==> src/rtl/exc_pkg.sv <==
package exc_pkg;

  // Scalar slot offsets above the four arrays
  localparam int SC_EXC  = 0;
  localparam int SC_MAX  = 1;
  localparam int SC_MIN  = 2;
  localparam int SC_FAC  = 3;
  localparam int SC_NIN  = 4;
  localparam int SC_NOUT = 5;
  localparam int SC_EXT  = 6;
  localparam int SC_PUB  = 7;
  localparam int NSCAL   = 8;

  typedef enum logic [4:0] {
    S_IDLE, S_LOAD, S_EXT, S_SRC_RD, S_SRC_CAP, S_SRC_SM, S_CLAMP,
    S_PER_RD, S_PER_CAP, S_DIV, S_SIG_WR, S_DRAIN, S_EXC_WB, S_PUB,
    S_DST_RD, S_DST_CAP, S_SIG_CAP, S_DST_SM, S_EXIT_WB, S_DONE
  } eng_state_t;

endpackage

==> src/rtl/exc_limit.sv <==
module exc_limit #(
  parameter int DW = 32,
  parameter int K  = 8,
  parameter int IW = $clog2(K) + 1
) (
  input  logic [DW-1:0]         exc_in,
  input  logic [DW-1:0]         exc_ceil,
  input  logic [1:0][DW-1:0]    cnt_raw,
  output logic [DW-1:0]         exc_out,
  output logic [1:0][IW-1:0]    cnt_sat
);

  assign exc_out = ($signed(exc_in) > $signed(exc_ceil)) ? exc_ceil : exc_in;

  for (genvar g = 0; g < 2; g++) begin : g_cnt
    assign cnt_sat[g] = (cnt_raw[g] >= DW'(K)) ? IW'(K - 1) : cnt_raw[g][IW-1:0];
  end

endmodule

==> src/rtl/exc_divider.sv <==
module exc_divider #(
  parameter int DW = 32
) (
  input  logic            clk,
  input  logic            rst_n,
  input  logic            go,
  input  logic [2*DW-1:0] dividend,
  input  logic [DW-1:0]   divisor,
  output logic            busy,
  output logic            done,
  output logic [DW-1:0]   quot
);

  localparam int NW = 2 * DW;
  localparam int CW = $clog2(NW) + 1;

  logic          busy_q, busy_d, done_q, done_d, neg_q, neg_d;
  logic [CW-1:0] cnt_q, cnt_d;
  logic [DW-1:0] rem_q, rem_d, dvs_q, dvs_d;
  logic [NW-1:0] num_q, num_d;
  logic [NW-1:0] nd_mag;
  logic [DW-1:0] dv_mag;
  logic [DW:0]   rem_sh;
  logic          fits;

  assign nd_mag = dividend[NW-1] ? (~dividend + NW'(1)) : dividend;
  assign dv_mag = divisor[DW-1]  ? (~divisor + DW'(1))  : divisor;
  assign rem_sh = {rem_q, num_q[NW-1]};
  assign fits   = rem_sh >= {1'b0, dvs_q};

  always_comb begin
    busy_d = busy_q;
    done_d = 1'b0;
    neg_d  = neg_q;
    cnt_d  = cnt_q;
    rem_d  = rem_q;
    dvs_d  = dvs_q;
    num_d  = num_q;
    if (go && !busy_q) begin
      busy_d = 1'b1;
      neg_d  = dividend[NW-1] ^ divisor[DW-1];
      cnt_d  = CW'(NW);
      rem_d  = '0;
      dvs_d  = dv_mag;
      num_d  = nd_mag;
    end else if (busy_q) begin
      rem_d = fits ? DW'(rem_sh - {1'b0, dvs_q}) : rem_sh[DW-1:0];
      num_d = {num_q[NW-2:0], fits};
      cnt_d = cnt_q - CW'(1);
      if (cnt_q == CW'(1)) begin
        busy_d = 1'b0;
        done_d = 1'b1;
      end
    end
  end

  always_ff @(posedge clk or negedge rst_n) begin
    if (!rst_n) begin
      busy_q <= 1'b0;
      done_q <= 1'b0;
      neg_q  <= 1'b0;
      cnt_q  <= '0;
      rem_q  <= '0;
      dvs_q  <= '0;
      num_q  <= '0;
    end else begin
      busy_q <= busy_d;
      done_q <= done_d;
      neg_q  <= neg_d;
      cnt_q  <= cnt_d;
      rem_q  <= rem_d;
      dvs_q  <= dvs_d;
      num_q  <= num_d;
    end
  end

  assign busy = busy_q;
  assign done = done_q;
  assign quot = neg_q ? (~num_q[DW-1:0] + DW'(1)) : num_q[DW-1:0];


  div_finish_chk: assert property (@(posedge clk) disable iff (!rst_n)
    done |-> !busy);

endmodule

==> src/rtl/exc_engine.sv <==
module exc_engine #(
  parameter int DW    = 32,
  parameter int K     = 8,
  parameter int LM_AW = $clog2(5 * K)
) (
  input  logic             clk,
  input  logic             rst_n,
  input  logic             start,
  input  logic             gate_en,
  output logic             done,
  output logic             err,
  output logic [LM_AW-1:0] lm_addr,
  output logic             lm_we,
  output logic [DW-1:0]    lm_wdata,
  input  logic [DW-1:0]    lm_rdata,
  output logic             sm_req,
  output logic             sm_we,
  output logic [DW-1:0]    sm_addr,
  output logic [DW-1:0]    sm_wdata,
  input  logic             sm_gnt,
  input  logic [DW-1:0]    sm_rdata
);
  import exc_pkg::*;

  localparam int IW        = $clog2(K) + 1;
  localparam int LW        = $clog2(NSCAL) + 1;
  localparam int PER_BASE  = 0;
  localparam int SRC_BASE  = K;
  localparam int DST_BASE  = 2 * K;
  localparam int SIG_BASE  = 3 * K;
  localparam int SCAL_BASE = 4 * K;

  // Reset: asynchronous assert, synchronous release
  logic [1:0] rsync_q;
  logic       rst_n_i;
  always_ff @(posedge clk or negedge rst_n) begin
    if (!rst_n) rsync_q <= 2'b00;
    else        rsync_q <= {rsync_q[0], 1'b1};
  end
  assign rst_n_i = rsync_q[1];

  eng_state_t    state_q, state_d;
  logic [IW-1:0] idx_q, idx_d;
  logic [LW-1:0] ld_q, ld_d;
  logic [DW-1:0] scal_q [NSCAL];
  logic [DW-1:0] exc_q, exc_d, acc_q, acc_d, tmp_q, tmp_d, sig_q, sig_d;
  logic          err_q, err_d;
  logic          scal_en;
  logic [DW-1:0] scal_wd;

  logic [DW-1:0]      exc_clip;
  logic [1:0][IW-1:0] cnt_sat;
  logic [IW-1:0]      n_in_s, n_out_s;
  logic [IW-1:0]      idx_nx;

  logic            div_go, div_busy, div_done;
  logic [DW-1:0]   div_quot;
  logic [2*DW-1:0] prod;

  exc_limit #(.DW(DW), .K(K), .IW(IW)) u_limit (
    .exc_in   (exc_q),
    .exc_ceil (scal_q[SC_MAX]),
    .cnt_raw  ({scal_q[SC_NOUT], scal_q[SC_NIN]}),
    .exc_out  (exc_clip),
    .cnt_sat  (cnt_sat)
  );
  assign n_in_s  = cnt_sat[0];
  assign n_out_s = cnt_sat[1];
  assign idx_nx  = idx_q + IW'(1);

  assign prod = {{DW{exc_q[DW-1]}}, exc_q} * {{DW{lm_rdata[DW-1]}}, lm_rdata};

  exc_divider #(.DW(DW)) u_div (
    .clk      (clk),
    .rst_n    (rst_n_i),
    .go       (div_go),
    .dividend (prod),
    .divisor  (scal_q[SC_FAC]),
    .busy     (div_busy),
    .done     (div_done),
    .quot     (div_quot)
  );

  always_comb begin
    state_d  = state_q;
    idx_d    = idx_q;
    ld_d     = ld_q;
    exc_d    = exc_q;
    acc_d    = acc_q;
    tmp_d    = tmp_q;
    sig_d    = sig_q;
    err_d    = err_q;
    scal_en  = 1'b0;
    scal_wd  = lm_rdata;
    div_go   = 1'b0;
    done     = 1'b0;
    lm_addr  = '0;
    lm_we    = 1'b0;
    lm_wdata = '0;
    sm_req   = 1'b0;
    sm_we    = 1'b0;
    sm_addr  = '0;
    sm_wdata = '0;
    unique case (state_q)
      S_IDLE: if (start) begin
        state_d = S_LOAD;
        ld_d    = '0;
      end
      S_LOAD: begin
        lm_addr = LM_AW'(SCAL_BASE) + LM_AW'(ld_q);
        scal_en = (ld_q != '0);
        ld_d    = ld_q + LW'(1);
        if (ld_q == LW'(NSCAL)) begin
          exc_d   = scal_q[SC_EXC];
          state_d = S_EXT;
        end
      end
      S_EXT: begin
        sm_req  = 1'b1;
        sm_addr = scal_q[SC_EXT];
        if (sm_gnt) begin
          exc_d   = exc_q + sm_rdata;
          idx_d   = '0;
          state_d = (n_in_s == '0) ? S_CLAMP : S_SRC_RD;
        end
      end
      S_SRC_RD: begin
        lm_addr = LM_AW'(SRC_BASE) + LM_AW'(idx_q);
        state_d = S_SRC_CAP;
      end
      S_SRC_CAP: begin
        tmp_d   = lm_rdata;
        state_d = S_SRC_SM;
      end
      S_SRC_SM: begin
        sm_req  = 1'b1;
        sm_addr = tmp_q;
        if (sm_gnt) begin
          exc_d   = exc_q + sm_rdata;
          idx_d   = idx_nx;
          state_d = (idx_nx == n_in_s) ? S_CLAMP : S_SRC_RD;
        end
      end
      S_CLAMP: begin
        exc_d = exc_clip;
        acc_d = '0;
        idx_d = '0;
        if (gate_en && ($signed(exc_clip) < $signed(scal_q[SC_MIN])))
          state_d = S_EXIT_WB;
        else
          state_d = (n_out_s == '0) ? S_DRAIN : S_PER_RD;
      end
      S_PER_RD: begin
        lm_addr = LM_AW'(PER_BASE) + LM_AW'(idx_q);
        state_d = S_PER_CAP;
      end
      S_PER_CAP: begin
        if (scal_q[SC_FAC] == '0) begin
          sig_d   = '0;
          err_d   = 1'b1;
          state_d = S_SIG_WR;
        end else begin
          div_go  = 1'b1;
          state_d = S_DIV;
        end
      end
      S_DIV: if (div_done) begin
        sig_d   = div_quot;
        state_d = S_SIG_WR;
      end
      S_SIG_WR: begin
        lm_we    = 1'b1;
        lm_addr  = LM_AW'(SIG_BASE) + LM_AW'(idx_q);
        lm_wdata = sig_q;
        acc_d    = acc_q + sig_q;
        if (idx_nx == n_out_s) begin
          idx_d   = '0;
          state_d = S_DRAIN;
        end else begin
          idx_d   = idx_nx;
          state_d = S_PER_RD;
        end
      end
      S_DRAIN: begin
        exc_d   = exc_q - acc_q;
        state_d = S_EXC_WB;
      end
      S_EXC_WB: begin
        lm_we    = 1'b1;
        lm_addr  = LM_AW'(SCAL_BASE + SC_EXC);
        lm_wdata = exc_q;
        state_d  = S_PUB;
      end
      S_PUB: begin
        sm_req   = 1'b1;
        sm_we    = 1'b1;
        sm_addr  = scal_q[SC_PUB];
        sm_wdata = exc_q;
        if (sm_gnt) begin
          idx_d   = '0;
          state_d = (n_out_s == '0) ? S_DONE : S_DST_RD;
        end
      end
      S_DST_RD: begin
        lm_addr = LM_AW'(DST_BASE) + LM_AW'(idx_q);
        state_d = S_DST_CAP;
      end
      S_DST_CAP: begin
        tmp_d   = lm_rdata;
        lm_addr = LM_AW'(SIG_BASE) + LM_AW'(idx_q);
        state_d = S_SIG_CAP;
      end
      S_SIG_CAP: begin
        sig_d   = lm_rdata;
        state_d = S_DST_SM;
      end
      S_DST_SM: begin
        sm_req   = 1'b1;
        sm_we    = 1'b1;
        sm_addr  = tmp_q;
        sm_wdata = sig_q;
        if (sm_gnt) begin
          idx_d   = idx_nx;
          state_d = (idx_nx == n_out_s) ? S_DONE : S_DST_RD;
        end
      end
      S_EXIT_WB: begin
        lm_we    = 1'b1;
        lm_addr  = LM_AW'(SCAL_BASE + SC_EXC);
        lm_wdata = exc_q;
        state_d  = S_DONE;
      end
      S_DONE: begin
        done    = 1'b1;
        state_d = S_IDLE;
      end
      default: state_d = S_IDLE;
    endcase
  end

  always_ff @(posedge clk or negedge rst_n_i) begin
    if (!rst_n_i) begin
      state_q <= S_IDLE;
      idx_q   <= '0;
      ld_q    <= '0;
      exc_q   <= '0;
      acc_q   <= '0;
      tmp_q   <= '0;
      sig_q   <= '0;
      err_q   <= 1'b0;
    end else begin
      state_q <= state_d;
      idx_q   <= idx_d;
      ld_q    <= ld_d;
      exc_q   <= exc_d;
      acc_q   <= acc_d;
      tmp_q   <= tmp_d;
      sig_q   <= sig_d;
      err_q   <= err_d;
    end
  end

  always_ff @(posedge clk or negedge rst_n_i) begin
    if (!rst_n_i) begin
      for (int s = 0; s < NSCAL; s++) scal_q[s] <= '0;
    end else if (scal_en) begin
      scal_q[ld_q - LW'(1)] <= scal_wd;
    end
  end

  assign err = err_q;


  done_pulse_chk: assert property (@(posedge clk) disable iff (!rst_n_i)
    done |=> !done);


  ceil_hold_chk: assert property (@(posedge clk) disable iff (!rst_n_i)
    (state_q == S_CLAMP) |=> ($signed(exc_q) <= $signed(scal_q[SC_MAX])));


  idx_bound_chk: assert property (@(posedge clk) disable iff (!rst_n_i)
    (state_q == S_SRC_RD || state_q == S_PER_RD || state_q == S_DST_RD) |-> (idx_q < IW'(K)));


  err_sticky_chk: assert property (@(posedge clk) disable iff (!rst_n_i)
    err |=> err);


  sm_hold_chk: assert property (@(posedge clk) disable iff (!rst_n_i)
    (sm_req && !sm_gnt) |=> (sm_req && $stable(sm_addr) && $stable(sm_we) && $stable(sm_wdata)));


  div_launch_chk: assert property (@(posedge clk) disable iff (!rst_n_i)
    div_go |-> !div_busy);

endmodule

==> config.mk <==
export PLATFORM = sky130hd
export DESIGN_NAME = exc_engine
export DESIGN_NICKNAME = d
export VERILOG_FILES = /design/src/rtl/exc_pkg.sv /design/src/rtl/exc_limit.sv /design/src/rtl/exc_divider.sv /design/src/rtl/exc_engine.sv
export SDC_FILE = /design/constraint.sdc
export NUM_CORES = 2
export LEC_CHECK = 0
export BUFFER_PORTS_ARGS = -buffer_cell sky130_fd_sc_hd__buf_2
export CAP_MARGIN = 20
export CORE_MARGIN = 2
export CORE_UTILIZATION = 65
export CTS_CLUSTER_DIAMETER = 200
export CTS_CLUSTER_SIZE = 28
export DETAILED_ROUTE_END_ITERATION = 16
export PLACE_DENSITY = 0.82
export SYNTH_ARGS = -nofsm -noshare
export SYNTH_HDL_FRONTEND = slang
export SYNTH_SLANG_ARGS = --single-unit
==> constraint.sdc <==
create_clock -name clk -period 19.9 [get_ports clk]
set_clock_uncertainty 0.1 [all_clocks]
set_input_delay 3.98 -clock clk [delete_from_list [all_inputs] [get_ports clk]]
set_output_delay 3.98 -clock clk [all_outputs]
set_load 0.01 [all_outputs]
==> flow_metrics.tcl <==
set metrics [dict create \
    min-delay-start "rsync_q[0]" \
    reg2reg_from "exc_q[18]" \
    yosysSeqAreaShare_pct 18.9 \
    viasPerCell 6.34 \
    grt_pass1_vias 59599 \
    worstPathMaxFanout 29 \
    synth_area_leader_cell "fa_1" \
    die_x_um 335 \
    synthToLayoutAreaGrowth_pct 3.30 \
    clock_latency_ns 0.62 \
    path_class "input pin to flop" \
    clk_pin_slew_ns 0.11 \
    ys.warnings.count 0 \
    muxShareOfSynthArea_pct 5.84 \
    ys_top_cells_by_area "fa_1, dfrtp_1, ha_1" \
    hold-worst-slack_ns 0.255 \
    syn-num-nets 9141 \
    post-dp-hpwl_mm 154 \
    yosys_most_used_dff "dfrtp_1" \
    final_area_um2 73600 \
    tritoncts "yes" \
    r2r-end "u_div.num_q[52]" \
    layout.cells.non_filler 8890 \
    netlist_area_um2 71200 \
    rsz0062_at_grt "no" \
    synth_top_area_share_pct 30.5 \
    synth_compound_area_share_pct 11.2 \
    cts_sinks 538 \
    r2r_slack_ns 9.40 \
    final_common_cell "inv_1" \
    max_freq_ghz 0.0742 \
    netlist_instances 7637 \
    synth_edf_count 0 \
    dp.cells 8855 \
    endpoint_kind "flop" \
    place_congestion 0.984 \
    nets 8971 \
    dr.pass1.iters 10 \
    layout_common_cells "inv_1, fa_1, nand2_1, dfrtp_1, and2_1" \
    hold_class "flop to flop" \
    drv_slew 0 \
    whs_endpoint "rsync_q[1]" \
    antenna_found_initial 7 \
    overflow 0 \
    holdPathStages 0 \
    synthSimpleGateAreaFrac_pct 15.0 \
    ios 176 \
    avgSynthCellArea_um2 9.33 \
    min_period_over_period_pct 67.7 \
    worst_path_max_delay_cell "nor4_4" \
    crit_arrival_ns 13.88 \
    drt-total-wl_mm 210 \
    routedWlPerCell_um 23.6 \
    grt_pass1_wl_mm 334 \
    grt_start_max_net_pins 108 \
    clockBufferDepth 3 \
    cts_buffers 23 \
    num_vias 56357 \
    post_cts_buffers 0 \
    ctsHoldBuffers 0 \
    outcome "finished, final reports clean" \
    portBuffers 175 \
    tightest_slew_ns 1.15 \
    hold_viol 0 \
    row_count 121 \
    setup_tns_ns 0 \
    cp-start-kind "input pin" \
    max-cap-violations 0 \
    synth_fa_ha_area_share_pct 36.6 \
    drive_above_1_share_pct 9.37 \
    async_reset_ff_share_pct 100 \
    synth-xor-area-share_pct 3.64 \
    start_util_pct 65.5 \
    synth_top_family_by_area "adder cells" \
    drtIter0Drc 5605 \
    core_um2 109000 \
    drc_errors 0 \
    final_antenna_net_count 0 \
    track_usage_pct 38.4 \
    cpMostUsedCell "fa_1" \
    min_period_ns 13.47 \
    die_h_um 335 \
    cts_resized 0 \
    slew_headroom_pct 23.1 \
    setup_viol 0 \
    place_area_um2 72900 \
    cp_data_required_time_ns 20.30 \
    h-tree-depth 1 \
    ys_seq_elements 538 \
    r2r_cells 25 \
    critPathMaxStageDelay_ns 0.88 \
    ys_types 116 \
    ctsRootBufferMaster "clkbuf_16" \
    fp.dieArea_um2 112000 \
]
## worst max-delay path by stage
stage	from	slack, ns	cells after the start	endpoint
after global placement	lm_rdata[3]	6.07	28	u_div.num_q[62]
after CTS	lm_rdata[3]	6.56	28	u_div.num_q[62]
after global routing	lm_rdata[8]	5.98	30	u_div.num_q[62]
after detailed placement	lm_rdata[3]	5.97	28	u_div.num_q[62]
final	lm_rdata[31]	6.43	26	u_div.num_q[52]
after floorplan	rsync_q[1]	3.69	0	acc_q[0]
## stage by stage
stage,setup WS [ns],util (%)
after floorplan,3.69,-
after global placement,6.07,67.1
after detailed placement,5.97,67.1
after CTS,6.56,67.6
after global routing,5.98,67.7
final,6.43,67.7
## state kept, by name, indices dropped and copies added (netlist names), 32 cells and up
register     cells
u_div.num_q     64
u_div.rem_q     32
exc_q           32
tmp_q           32
u_div.dvs_q     32
scal_q         256
sig_q           32
acc_q           32
## cell families after synthesis
family | Yosys count
other | 1
multiplexers | 379
XOR/XNOR | 295
buffers and inverters | 1642
flip-flops | 538
AND/OR/NAND/NOR | 2160
AO/OA/AOI/OAI | 1187
adder cells (fa/ha/maj) | 1435
## layout make-up
class	count	area [um^2]
tap	1414	1770
clock inverter	3	33.8
multi-input combinational	5457	51600
antenna	7	17.5
inverter	1165	4370
timing repair buffer	282	1700
clock buffer	24	579
fill	8385	35100
sequential	538	13500
## Yosys cell counts, types with 32 or more instances
cell	number
inv_1	1163
o21ai_1	95
a31oi_1	44
xor2_1	103
and2_1	525
dfrtp_1	538
or3_1	36
clkbuf_1	417
o21a_1	33
nor3_1	62
mux2i_1	89
ha_1	350
and3_1	37
xnor2_1	191
a21o_1	88
fa_1	1085
nand2b_1	51
nor2b_1	32
a22o_1	75
nand2_1	913
mux2_2	289
o21ai_0	268
a21oi_1	232
a22oi_1	45
nand3_1	55
nand4_1	37
a222oi_1	40
nor2_1	270
## worst max-delay path: cells and delay by family
kind / cells / cell delay, ns
AO/OA/AOI/OAI: 7 / 1.90
adder cells (fa/ha/maj): 9 / 4.21
AND/OR/NAND/NOR: 4 / 1.83
buffers and inverters: 4 / 1.51
XOR/XNOR: 2 / 0.41
## routing by layer
metal  share of wire [%]  track usage, %  vias up  wire (um)
met2                  47            62.0     3054      98100
met3                 9.8            7.34      758      20600
li1                    -               -    24147          -
met1                  38            49.5    28396      79000
met4                 5.8            19.9        2      12100
met5              0.0062               0        -         13
Power is left out: the tool's default activity adds up to more than one toggle a clock period on the data nets, which glitch-free logic cannot reach.
